===== config.mk =====
export PLATFORM = sky130hd
export DESIGN_NAME = usart_rate_gen
export DESIGN_NICKNAME = d
export VERILOG_FILES = /design/src/rtl/usart_rate_pkg.sv /design/src/rtl/rate_prescaler.sv /design/src/rtl/async_postdiv.sv /design/src/rtl/sync_edge_unit.sv /design/src/rtl/usart_rate_gen.sv
export SDC_FILE = /design/constraint.sdc
export NUM_CORES = 1
export LEC_CHECK = 0
export BUFFER_PORTS_ARGS = -buffer_cell sky130_fd_sc_hd__buf_2
export CAP_MARGIN = 25
export CORE_MARGIN = 4
export CORE_UTILIZATION = 54
export CTS_CLUSTER_DIAMETER = 50
export DETAILED_ROUTE_END_ITERATION = 8
export PLACE_DENSITY = 0.88
export SYNTH_ARGS = -nofsm -noshare
export SYNTH_HDL_FRONTEND = slang
export SYNTH_HIERARCHICAL = 1
export SYNTH_SLANG_ARGS = --single-unit

===== constraint.sdc =====
create_clock -name clk -period 3.72 [get_ports clk]
set_input_delay 0.93 -clock clk [delete_from_list [all_inputs] [get_ports clk]]
set_output_delay 0.93 -clock clk [all_outputs]
set_load 0.05 [all_outputs]

===== src/rtl/usart_rate_pkg.sv =====
package usart_rate_pkg;
    typedef enum logic [1:0] {
        MODE_ASYNC     = 2'd0,
        MODE_SYNC_MST  = 2'd1,
        MODE_SYNC_SLV  = 2'd2,
        MODE_ASYNC_ALT = 2'd3
    } op_mode_e;

    typedef enum logic {
        LVL_LO = 1'b0,
        LVL_HI = 1'b1
    } clk_lvl_e;
endpackage


===== src/rtl/rate_prescaler.sv =====
module rate_prescaler #(
    parameter int DIV_W = 12
) (
    input  logic             clk,
    input  logic             rst_n,
    input  logic             load_i,
    input  logic [DIV_W-1:0] div_i,
    output logic             tick_o
);
    logic [DIV_W-1:0] cnt_q;

    always_ff @(posedge clk or negedge rst_n) begin
        if (!rst_n)            cnt_q <= '0;
        else if (load_i)       cnt_q <= div_i;
        else if (cnt_q == '0)  cnt_q <= div_i;
        else                   cnt_q <= cnt_q - 1'b1;
    end

    always_comb tick_o = rst_n && (cnt_q == '0) && !load_i;


    count_step_chk: assert property (@(posedge clk) disable iff (!rst_n)
        (!load_i && cnt_q != '0) |=> cnt_q == $past(cnt_q) - 1'b1);


    restart_load_chk: assert property (@(posedge clk) disable iff (!rst_n)
        load_i |=> cnt_q == $past(div_i));
endmodule


===== src/rtl/async_postdiv.sv =====
module async_postdiv #(
    parameter int NORM_RATIO = 16,
    parameter int DBL_RATIO  = 8,
    localparam int PH_W = $clog2(NORM_RATIO)
) (
    input  logic clk,
    input  logic rst_n,
    input  logic clear_i,
    input  logic tick_i,
    input  logic dbl_i,
    output logic tx_en_o
);
    logic [PH_W-1:0] ph_q;
    logic [PH_W-1:0] last_ph;
    logic            wrap;

    always_comb begin
        last_ph = dbl_i ? PH_W'(DBL_RATIO - 1) : PH_W'(NORM_RATIO - 1);
        wrap    = (ph_q >= last_ph);
        tx_en_o = tick_i && wrap;
    end

    always_ff @(posedge clk or negedge rst_n) begin
        if (!rst_n)       ph_q <= '0;
        else if (clear_i) ph_q <= '0;
        else if (tick_i)  ph_q <= wrap ? '0 : ph_q + 1'b1;
    end


    phase_restart_chk: assert property (@(posedge clk) disable iff (!rst_n)
        (tx_en_o && !clear_i) |=> ph_q == '0);
endmodule


===== src/rtl/sync_edge_unit.sv =====
module sync_edge_unit
    import usart_rate_pkg::*;
(
    input  logic clk,
    input  logic rst_n,
    input  logic slave_i,
    input  logic clear_i,
    input  logic tick_i,
    input  logic pol_i,
    input  logic pin_i,
    output logic tx_en_o,
    output logic rx_en_o
);
    clk_lvl_e lvl_q, lvl_d;
    logic     meta_q, sync_q, prev_q;
    logic     rise, fall;

    always_comb begin
        lvl_d = lvl_q;
        unique case (lvl_q)
            LVL_LO: if (tick_i) lvl_d = LVL_HI;
            LVL_HI: if (tick_i) lvl_d = LVL_LO;
        endcase
        if (clear_i) lvl_d = LVL_LO;
    end

    always_ff @(posedge clk or negedge rst_n) begin
        if (!rst_n) lvl_q <= LVL_LO;
        else        lvl_q <= lvl_d;
    end

    always_ff @(posedge clk or negedge rst_n) begin
        if (!rst_n) begin
            meta_q <= 1'b0;
            sync_q <= 1'b0;
            prev_q <= 1'b0;
        end else begin
            meta_q <= pin_i;
            sync_q <= meta_q;
            prev_q <= sync_q;
        end
    end

    always_comb begin
        if (slave_i) begin
            rise = sync_q && !prev_q;
            fall = !sync_q && prev_q;
        end else begin
            rise = tick_i && (lvl_q == LVL_LO);
            fall = tick_i && (lvl_q == LVL_HI);
        end
        tx_en_o = pol_i ? fall : rise;
        rx_en_o = pol_i ? rise : fall;
    end


    lvl_toggle_chk: assert property (@(posedge clk) disable iff (!rst_n)
        (!slave_i && tick_i && !clear_i) |=> lvl_q != $past(lvl_q));


    pin_latency_chk: assert property (@(posedge clk) disable iff (!rst_n)
        (slave_i && (tx_en_o || rx_en_o)) |-> $past(meta_q) != $past(sync_q));


    no_overlap_chk: assert property (@(posedge clk) disable iff (!rst_n)
        !(tx_en_o && rx_en_o));
endmodule


===== src/rtl/usart_rate_gen.sv =====
module usart_rate_gen
    import usart_rate_pkg::*;
#(
    parameter int DIV_W      = 12,
    parameter int NORM_RATIO = 16,
    parameter int DBL_RATIO  = 8
) (
    input  logic             clk,
    input  logic             rst_n,
    input  logic [1:0]       mode_i,
    input  logic             dbl_speed_i,
    input  logic             clk_pol_i,
    input  logic             div_wr_i,
    input  logic [DIV_W-1:0] div_i,
    input  logic             ext_clk_i,
    output logic             tx_en_o,
    output logic             rx_en_o,
    output logic             rx_os8_o
);
    op_mode_e mode;
    logic     is_sync, is_slave;
    logic     tick, a_tx, s_tx, s_rx;

    always_comb begin
        mode     = op_mode_e'(mode_i);
        is_slave = (mode == MODE_SYNC_SLV);
        is_sync  = is_slave || (mode == MODE_SYNC_MST);
    end

    rate_prescaler #(.DIV_W(DIV_W)) u_pre (
        .clk(clk), .rst_n(rst_n), .load_i(div_wr_i), .div_i(div_i), .tick_o(tick)
    );

    async_postdiv #(.NORM_RATIO(NORM_RATIO), .DBL_RATIO(DBL_RATIO)) u_adiv (
        .clk(clk), .rst_n(rst_n), .clear_i(div_wr_i), .tick_i(tick),
        .dbl_i(dbl_speed_i), .tx_en_o(a_tx)
    );

    sync_edge_unit u_sync (
        .clk(clk), .rst_n(rst_n), .slave_i(is_slave), .clear_i(div_wr_i),
        .tick_i(tick), .pol_i(clk_pol_i), .pin_i(ext_clk_i),
        .tx_en_o(s_tx), .rx_en_o(s_rx)
    );

    always_comb begin
        tx_en_o  = is_sync ? s_tx : a_tx;
        rx_en_o  = is_sync ? s_rx : tick;
        rx_os8_o = !is_sync && dbl_speed_i;
    end


    async_tx_on_tick_chk: assert property (@(posedge clk) disable iff (!rst_n)
        (!is_sync && tx_en_o) |-> rx_en_o);


    wr_quiet_chk: assert property (@(posedge clk) disable iff (!rst_n)
        (div_wr_i && !is_slave) |-> !(tx_en_o || rx_en_o));


    reset_quiet_chk: assert property (@(posedge clk)
        !rst_n |-> !(tx_en_o || rx_en_o));
endmodule


Yosys cells after proc, flatten, opt, wreduce, memory -nomap -nowiden
Cells that the tools add are included.
{"block": "word_totals", "inputBits": 20, "wordCells": 43, "out_inout_bits": 3, "register_bits": 20}
{"block": "op_classes", "order_cmp": 1, "addsub": 2, "mux": 16, "reduce_logical": 15, "n_bitwise": 1, "eq_ne": 2}
{"operator": "12-bit 2-to-1 mux", "count": 2}
{"operator": "4-bit 2-to-1 mux", "count": 4}
{"operator": "12-bit zero test", "count": 1}
{"operator": "12-bit by 1-bit subtractor with 12-bit output, second input constant", "count": 1}
{"operator": "1-bit 2-to-1 mux", "count": 9}
{"operator": "1-bit logical AND", "count": 8}
{"operator": "4-bit by 1-bit adder with 4-bit output, second input constant", "count": 1}
{"operator": "4-bit >= comparator", "count": 1}
{"operator": "1-bit zero test", "count": 4}
{"operator": "2-bit by 1-bit == test with 1-bit output, second input constant", "count": 1}
{"operator": "2-bit == test, second input constant", "count": 1}
{"operator": "1-bit one-hot mux with 2 select lines", "count": 1}
{"operator": "2-bit nonzero test", "count": 1}
{"operator": "1-bit logical OR", "count": 1}
{"operator": "1-bit NOT", "count": 1}

Depth between registers and ports, before layout
Gate-level depths: netlist of the first run.
{"block": "logic_depth", "depth_word": 7, "ltp_mapped": 10, "depth_no_buf": 10}

Modules after synthesis
Netlist of the first run, hierarchy kept.
{"module": "rate_prescaler", "instances": 1, "seq_area_each_um2": 300.3, "cells_each": 72, "area_each_um2": 710.7}
{"module": "async_postdiv", "instances": 1, "seq_area_each_um2": 100.1, "cells_each": 23, "area_each_um2": 235.2}
{"module": "sync_edge_unit", "instances": 1, "seq_area_each_um2": 100.1, "cells_each": 16, "area_each_um2": 207.7}
{"module": "usart_rate_gen", "instances": 1, "seq_area_each_um2": 0.0, "cells_each": 5, "area_each_um2": 46.3}

Least setup slack after synthesis of the first run
No wires, ideal clock.
{"block": "synth_timing", "path_type": "register to output", "start": "register u_pre.cnt_q[0]", "end": "output port rx_en_o", "arrival_time_ns": 2.345, "t_required_ns": 2.790, "path_stages_with_launch": 11, "path_slack_ns": 0.445, "n_path_buf": 0, "cell_sequence": "dfrtp_1 inv_1 ha_1 nor3b_1 and2_1 nand3_1 nor3b_1 ha_1 mux2i_1 o211ai_1 mux2_2"}
{"block": "synth_between", "elab_chain_cells": 7, "elab_cells_between_ends": 9, "cone_classes": "mux (4); reduce/logical (5)"}
{"item": "start, declared", "line_no": "rate_prescaler.sv:10", "text": "logic [DIV_W-1:0] cnt_q;"}
{"item": "start signal, assigned", "line_no": "rate_prescaler.sv:14", "text": "else if (load_i) cnt_q <= div_i;"}
{"item": "start signal, assigned", "line_no": "rate_prescaler.sv:15", "text": "else if (cnt_q == '0) cnt_q <= div_i;"}
{"item": "start signal, assigned", "line_no": "rate_prescaler.sv:16", "text": "else cnt_q <= cnt_q - 1'b1;"}
{"item": "12-bit zero test (*)", "line_no": "rate_prescaler.sv:19", "text": "always_comb tick_o = rst_n && (cnt_q == '0) && !load_i;"}
{"item": "1-bit logical AND (*) (2 in series)", "line_no": "rate_prescaler.sv:19"}
{"item": "net tick", "line_no": "usart_rate_gen.sv:22", "text": "logic tick, a_tx, s_tx, s_rx;"}
{"item": "1-bit logical AND (on tied branches)", "line_no": "sync_edge_unit.sv:50, sync_edge_unit.sv:49"}
{"item": "1-bit 2-to-1 mux", "line_no": "sync_edge_unit.sv:45", "text": "if (slave_i) begin"}
{"item": "1-bit 2-to-1 mux (*)", "line_no": "sync_edge_unit.sv:53", "text": "rx_en_o = pol_i ? rise : fall;"}
{"item": "net s_rx", "line_no": "usart_rate_gen.sv:22"}
{"item": "1-bit 2-to-1 mux (*)", "line_no": "usart_rate_gen.sv:47", "text": "rx_en_o = is_sync ? s_rx : tick;"}
{"item": "end, declared", "line_no": "usart_rate_gen.sv:17", "text": "output logic rx_en_o,"}
The timed path passes the listed nets; every way through them passes the cells marked *.

Worst setup path after layout of the first run
Same ends and word-level chain as after synthesis.

==> impl_results.md, run 1 <==
* Run status: finished clean
* DR iter-0 viols at 15
* Fin util at 69.30%
* Non-Filler Instances at 170
* Main synth FF type: dfrtp_1
* Area grow syn2layout at 17.94%
* CTS Sinks at 20
* DPL Wire Length at 1.695 mm
* Async SR Flop Fraction at 100.0%
* Pin count of the biggest net entering global routing at 21
* Die ar. at 3040 µm²
* Minimum clock period at 3529 ps
* DR WL met2 at 1.162 mm
* Initial antenna violation count at 0
* CP startpoint: u_pre/cnt_q[0]
* Post-synthesis net count at 143
* Final Setup Violations at 0
* Most frequent cells in the layout: buf_2 (20), dfrtp_1 (20), nor2_1 (16), a21oi_1 (9)
* Hold Vio Cnt, Final at 0
* EDFF count, synth at 0
* Vias in the first global route at 951
* Multi-input logic area at 684.4 µm²
* Routability Congestion at 0.8097
* Reg2Reg Depth at 9
* Clock Latency Late Sink at 300 ps
* H-tree depth at 1
* Register area at 500.5 µm²
* Via Count at 964
* FF-to-FF Start: u_pre/cnt_q[0]
* Met3 Wirelength at 119 µm
* Via/cell ratio at 5.671
* # hold bufs at CTS at 0
* Post-route clock period utilization at 94.87%
* Grt ovf at 0
* WS Path Type: register to output pin
* CTS tree: done
* Max Cap Viol at 0
* Row count at 16
* Num CTS Buffers at 3
* Starting Density at 58.76%
* Antenna cells at 0
* Area leader, netlist: dfrtp_1
* Final WL at 2.264 mm
* Leak at 0.6217 nW
* Clock slew at reported path FFs at 110 ps
* Critical Path Sink Type: output pin
* Cell count after synthesis at 116
* Startpoint types: register
* Setup TNS Final at 0 ps
* #FFs+latches synth at 20
* Seq/Total Area, Yosys at 41.71%
* Highest ir drop seen on vdd at 0.2557 mV
* DRC Markers at 0
* Clk_skew at 3.316 ps
* Relative max-transition margin at 75.16%
* Met1 wire length at 958 µm
* Layout cells sized above 1 at 30.77%
* Final Max Slew Viols at 0
* Share of the synthesized area in the top cell type at 41.71%
* Mean Syn Cell Area at 10.34 µm²
* Critical path arrival at 2600 ps
* Critical path required time at 2790 ps
* # nets final at 171
* Worst Hold Endpoint: u_sync/sync_q
* Yosys warning count at 6
* Die W at 55.14 µm
* Detail Route Antenna Nets at 0
* Drt wl/cell at 13.32 µm
* Max layer used: met4
* IO buf count at 22
* CTS Buffer Depth at 2
* HP Class: register to register
* Clk Tree Root Cell: clkbuf_4
* Achievable Freq at 283.3 MHz
* # IOs at 23
* Critical R2R Capture: u_adiv/ph_q[3]
* Pwr/cell area at 326.6 nW/µm²
* Synth unique cells at 37
* Largest cells by area after synthesis: dfrtp_1 (42%), ha_1 (7.3%), xnor2_1 (5.1%)
* Number of cells on the worst hold path at 0
* Worst Tran Pin Value at 369.7 ps
* # fillers at 177
* Dpl cells at 166
* Core area at 2042 µm²
* Gr usage total at 17.71%
* Die H at 55.14 µm
* Total Power at 0.0004622 W
* R2R setup slack at 1370 ps
* First-pass GRT wire length at 3.843 mm
* Synthesized area at 1200 µm²
* 1st-pass router iterations at 4
* Hold_sp: u_sync/meta_q
* CP Max Fanout at 3
* Setup bufs post-CTS at 0
kinds of logic after synthesis:
logic type | Yosys count | share of synthesized area, %
AOI/OAI and AO/OA | 23 | 12.62
adders and majority gates | 7 | 7.299
muxes | 6 | 5.318
DFF | 20 | 41.71
xor gates and xnor gates | 9 | 6.570
and+or+nand+nor | 43 | 23.88
buffers and inverters | 8 | 2.606
power by group:
| group | internal (W) | switching, W |
|---|---|---|
| registers | 0.000234 | 0.0000212 |
| clock network | 0.0000597 | 0.0000654 |
| logic | 0.0000392 | 0.0000428 |
metrics by stage:
| stage | cell area [µm²] | hold slack (ps) | worst slack [ps] |
|---|---|---|---|
| floorplan | 1200 | 331.2 | 444.9 |
| global placement | 1358 | 333.7 | 470.9 |
| detailed placement | 1358 | 341.8 | 302.5 |
| CTS | 1399 | 368.3 | 52.59 |
| global route | 1415 | 371.5 | -15.62 |
| finish | 1415 | 365.2 | 190.7 |
how the worst max path moves through the flow:
stage | end | slack [ps]
2_1_floorplan | rx_en_o | 440
3_3_place_gp | tx_en_o | 470
3_5_place_dp | tx_en_o | 300
4_1_cts | tx_en_o | 50
5_1_grt | rx_en_o | -20
6_report | rx_en_o | 190
cell usage after synthesis, types with 2 or more instances:
library cell and count:
a21oi_1 9, dfrtp_1 20, ha_1 7, inv_1 6
mux2_2 3, mux2i_1 3, nand2_1 3, nand3_1 2
nand4b_1 2, nand4bb_1 2, nor2_1 16, nor3_1 4
nor3b_1 2, nor4_4 2, o211ai_1 2, o21ai_0 2
o21ai_2 3, o31ai_1 2, xnor2_1 7, xor2_1 2
timing repair:
item / in CTS / in global routing
pin swaps: 0 / 1
endpoints found under the setup margin: 2 / 2
resized for setup: 1 / 4
sequential cells by signal, summed over array words and instances (netlist names):
register and count:
u_sync/sync_q 1, u_sync/lvl_q 1, u_sync/prev_q 1, u_sync/meta_q 1, u_pre/cnt_q 12, u_adiv/ph_q 4
layout make-up:
class / count / area share [%]
Clock buffer: 4 / 2.564
Inverter: 6 / 1.592
Multi-Input combinational cell: 88 / 48.36
Sequential cell: 20 / 35.37
Tap cell: 27 / 2.387
Timing Repair Buffer: 25 / 9.726
routing by layer:
metal | vias to the layer above | global-route usage (%)
met5 | - | 0
met4 | 0 | 7.692
met3 | 4 | 3.753
met2 | 31 | 32.87
met1 | 454 | 19.12
li1 | 475 | -
critical path, stage by stage, from the launching register on:
cell and delay, ps:
dfrtp_1 410, inv_1 100, ha_1 160, nor3b_2 210, and2_1 190, nand3_1 130
nor3b_4 260, ha_1 210, mux2i_1 80, o211ai_1 160, mux2_2 170, clkbuf_4 220
(Power assumes the default switching activity.)
==> inputs of run 2 (changes only) <==
- GPL_TIMING_DRIVEN: not set -> 0
==> run 2 against run 1 <==
Against the previous run: combinational power hardly changed; die area did not move; cell area is 0.62% lower; global-route usage fell by 0.16 points; critical path depth did not move; core utilization decreased by 0.43 points; total power is 0.43% higher; worst hold slack got worse by 0.52 ps; setup slack improved by 44 ps; sequential share of layout area increased by 0.22 points; fmax grew 1.3%; clock-buffer cell count did not move; critical path type unchanged; critical endpoint unchanged; highest routed layer is now met3.
==> impl_results.md, run 2 (synthesized netlist as in run 1, its figures left out) <==
* Clock Latency Late Sink at 310 ps (about the same)
* Top reg by flops: u_pre/cnt_q
* Worst Tran Pin Value at 453.8 ps (+84.09 ps)
* Critical path's top delay family: simple AND/OR/NAND/NOR gates
* Detail Route Antenna Nets at 0 (unchanged)
* DR iter-0 viols at 11 (-4)
* Grt ovf at 0 (unchanged)
* Layout cells sized above 1 at 30.07% (-0.70 points)
* Most frequent cells in the layout: buf_2 (22), dfrtp_1 (20), nor2_1 (16), a21oi_1 (9)
* Via Count at 962 (-0.21%)
* Relative max-transition margin at 69.75% (-5.4 points)
* Die W at 55.14 µm (unchanged)
* Die ar. at 3040 µm² (unchanged)
* PnR worst setup slack at 234.9 ps (+44.24 ps)
* Top flop regs: u_pre/cnt_q (12), u_adiv/ph_q (4)
* Setup TNS Final at 0 ps (unchanged)
* Antenna cells at 0 (unchanged)
* Achievable Freq at 286.9 MHz (+1.3%)
* Num CTS Buffers at 3 (unchanged)
* Gr usage total at 17.55% (-0.16 points)
* Startpoint types: register
* Die H at 55.14 µm (unchanged)
* IO buf count at 22 (unchanged)
* First-pass GRT wire length at 3.850 mm (+0.18%)
* Cell mode on critical path: ha_1
* Max Cap Viol at 0 (unchanged)
* Drt wl/cell at 13.68 µm (+2.7%)
* Final WL at 2.326 mm (+2.7%)
* Slowest cell on the critical path: dfrtp_1
* Commonest non-fill, non-tap cell in the layout: buf_2
* CTS tree: done
* # IOs at 23 (unchanged)
* WS Path Type: register to output pin
* Initial antenna violation count at 0 (unchanged)
* Highest ir drop seen on vdd at 0.2744 mV (+7.3%)
* # hold bufs at CTS at 0 (unchanged)
* Post-route clock period utilization at 93.69% (-1.2 points)
* Hold_ws at 364.7 ps (-0.5210 ps)
* Final Max Slew Viols at 0 (unchanged)
* CP bufs+invs at 2 (unchanged)
* Fin util at 68.87% (-0.43 points)
* Final Setup Violations at 0 (unchanged)
* # fillers at 172 (-2.8%)
* Critical-path cell list: inv_1 -> ha_1 -> nor3b_2 -> and2_1 -> nand3_1 -> nor3b_4 -> ha_1 -> mux2i_1 -> o211ai_1 -> mux2_2 -> buf_2
* Clk_skew at 2.003 ps (-1.314 ps)
* H-tree depth at 1 (unchanged)
* DP Worst Slack at -229.2 ps (-531.7 ps)
* CP Max Fanout at 3 (unchanged)
* Critical Path Sink Type: output pin
* Critical Path Max Stage Delay at 410 ps (about the same)
* DRC Markers at 0 (unchanged)
* Clock slew at reported path FFs at 110 ps (about the same)
* # nets final at 171 (unchanged)
* Critical path required time at 2790 ps (about the same)
* RSZ-0062 raised after global routing: false
* Pwr/cell area at 330.0 nW/µm² (+1.1%)
* Core area at 2042 µm² (unchanged)
* HP Class: register to register
* Multi-input logic area at 684.4 µm² (unchanged)
* CTS Sinks at 20 (unchanged)
* Row count at 16 (unchanged)
* Register area at 500.5 µm² (unchanged)
* 1st-pass router iterations at 4 (unchanged)
* Hold Vio Cnt, Final at 0 (unchanged)
* Clk Tree Root Cell: clkbuf_4
* Routability Congestion at 0.8283 (+2.3%)
* Critical path arrival at 2560 ps (-40 ps)
* Run status: finished clean
* Pin count of the biggest net entering global routing at 22 (+4.8%)
* Starting Density at 58.76% (unchanged)
* Area grow syn2layout at 17.21%
* Vias in the first global route at 979 (+2.9%)
* Via/cell ratio at 5.659 (-0.21%)
* Leak at 0.6178 nW (-0.62%)
* DPL Wire Length at 1.826 mm (+7.7%)
* Minimum clock period at 3485 ps (-44.24 ps)
* CTS Buffer Depth at 2 (unchanged)
* Max reg flops at 12 (unchanged)
## run 2: power by group
part	total [W]	internal [W]	leakage (nW)	switching, W
logic	0.0000817	0.0000383	0.357	0.0000434
clock network	0.000128	0.0000598	0.0210	0.0000680
registers	0.000255	0.000234	0.240	0.0000206
total	0.000464	0.000332	0.618	0.000132
## run 2: routing by layer
metal	share of wire, %	GRT usage, %	routed length (µm)
met5	0	0	0
met4	0	5.668	0
met3	5.8	5.362	135
met2	54	33.46	1252
met1	40	17.97	937
## run 2: path summary, 6_finish.rpt
| kind | from | to | slack (ps) | cells after the start |
|---|---|---|---|---|
| setup reg to reg | u_pre/cnt_q[0] | u_adiv/ph_q[3] | 1430 | 9 |
| max in group asynchronous | rst_n | u_sync/meta_q | 2860 | 1 |
| min in group asynchronous | rst_n | u_adiv/ph_q[3] | 550 | 1 |
| setup / recovery | u_pre/cnt_q[0] | rx_en_o | 230 | 11 |
| hold reg to reg | u_sync/meta_q | u_sync/sync_q | 360 | 0 |
| hold / removal | u_sync/meta_q | u_sync/sync_q | 360 | 0 |
## run 2: metrics by stage
step	cells	instance area [µm²]	power (W)
6_report	170	1406	0.0004641
2_1_floorplan	116	1200	0.0003086
3_3_place_gp	165	1344	0.0003329
3_5_place_dp	165	1344	0.0003394
5_1_grt	170	1406	0.0004883
4_1_cts	170	1399	0.0004702
## run 2: area by class of cell
type,count,share of cell area [%]
multi-input combinational,88,48.67
inverter,6,1.601
clock buffer,4,2.580
timing repair buffer,23,8.541
tap,27,2.402
sequential,20,35.59
buffer,2,0.6228
## run 2: timing repair
item / CTS / global route
pin swaps: 1 / 0
resized for setup: 2 / 2
setup endpoints to repair: 2 / 2
buffers inserted: 1 / 0
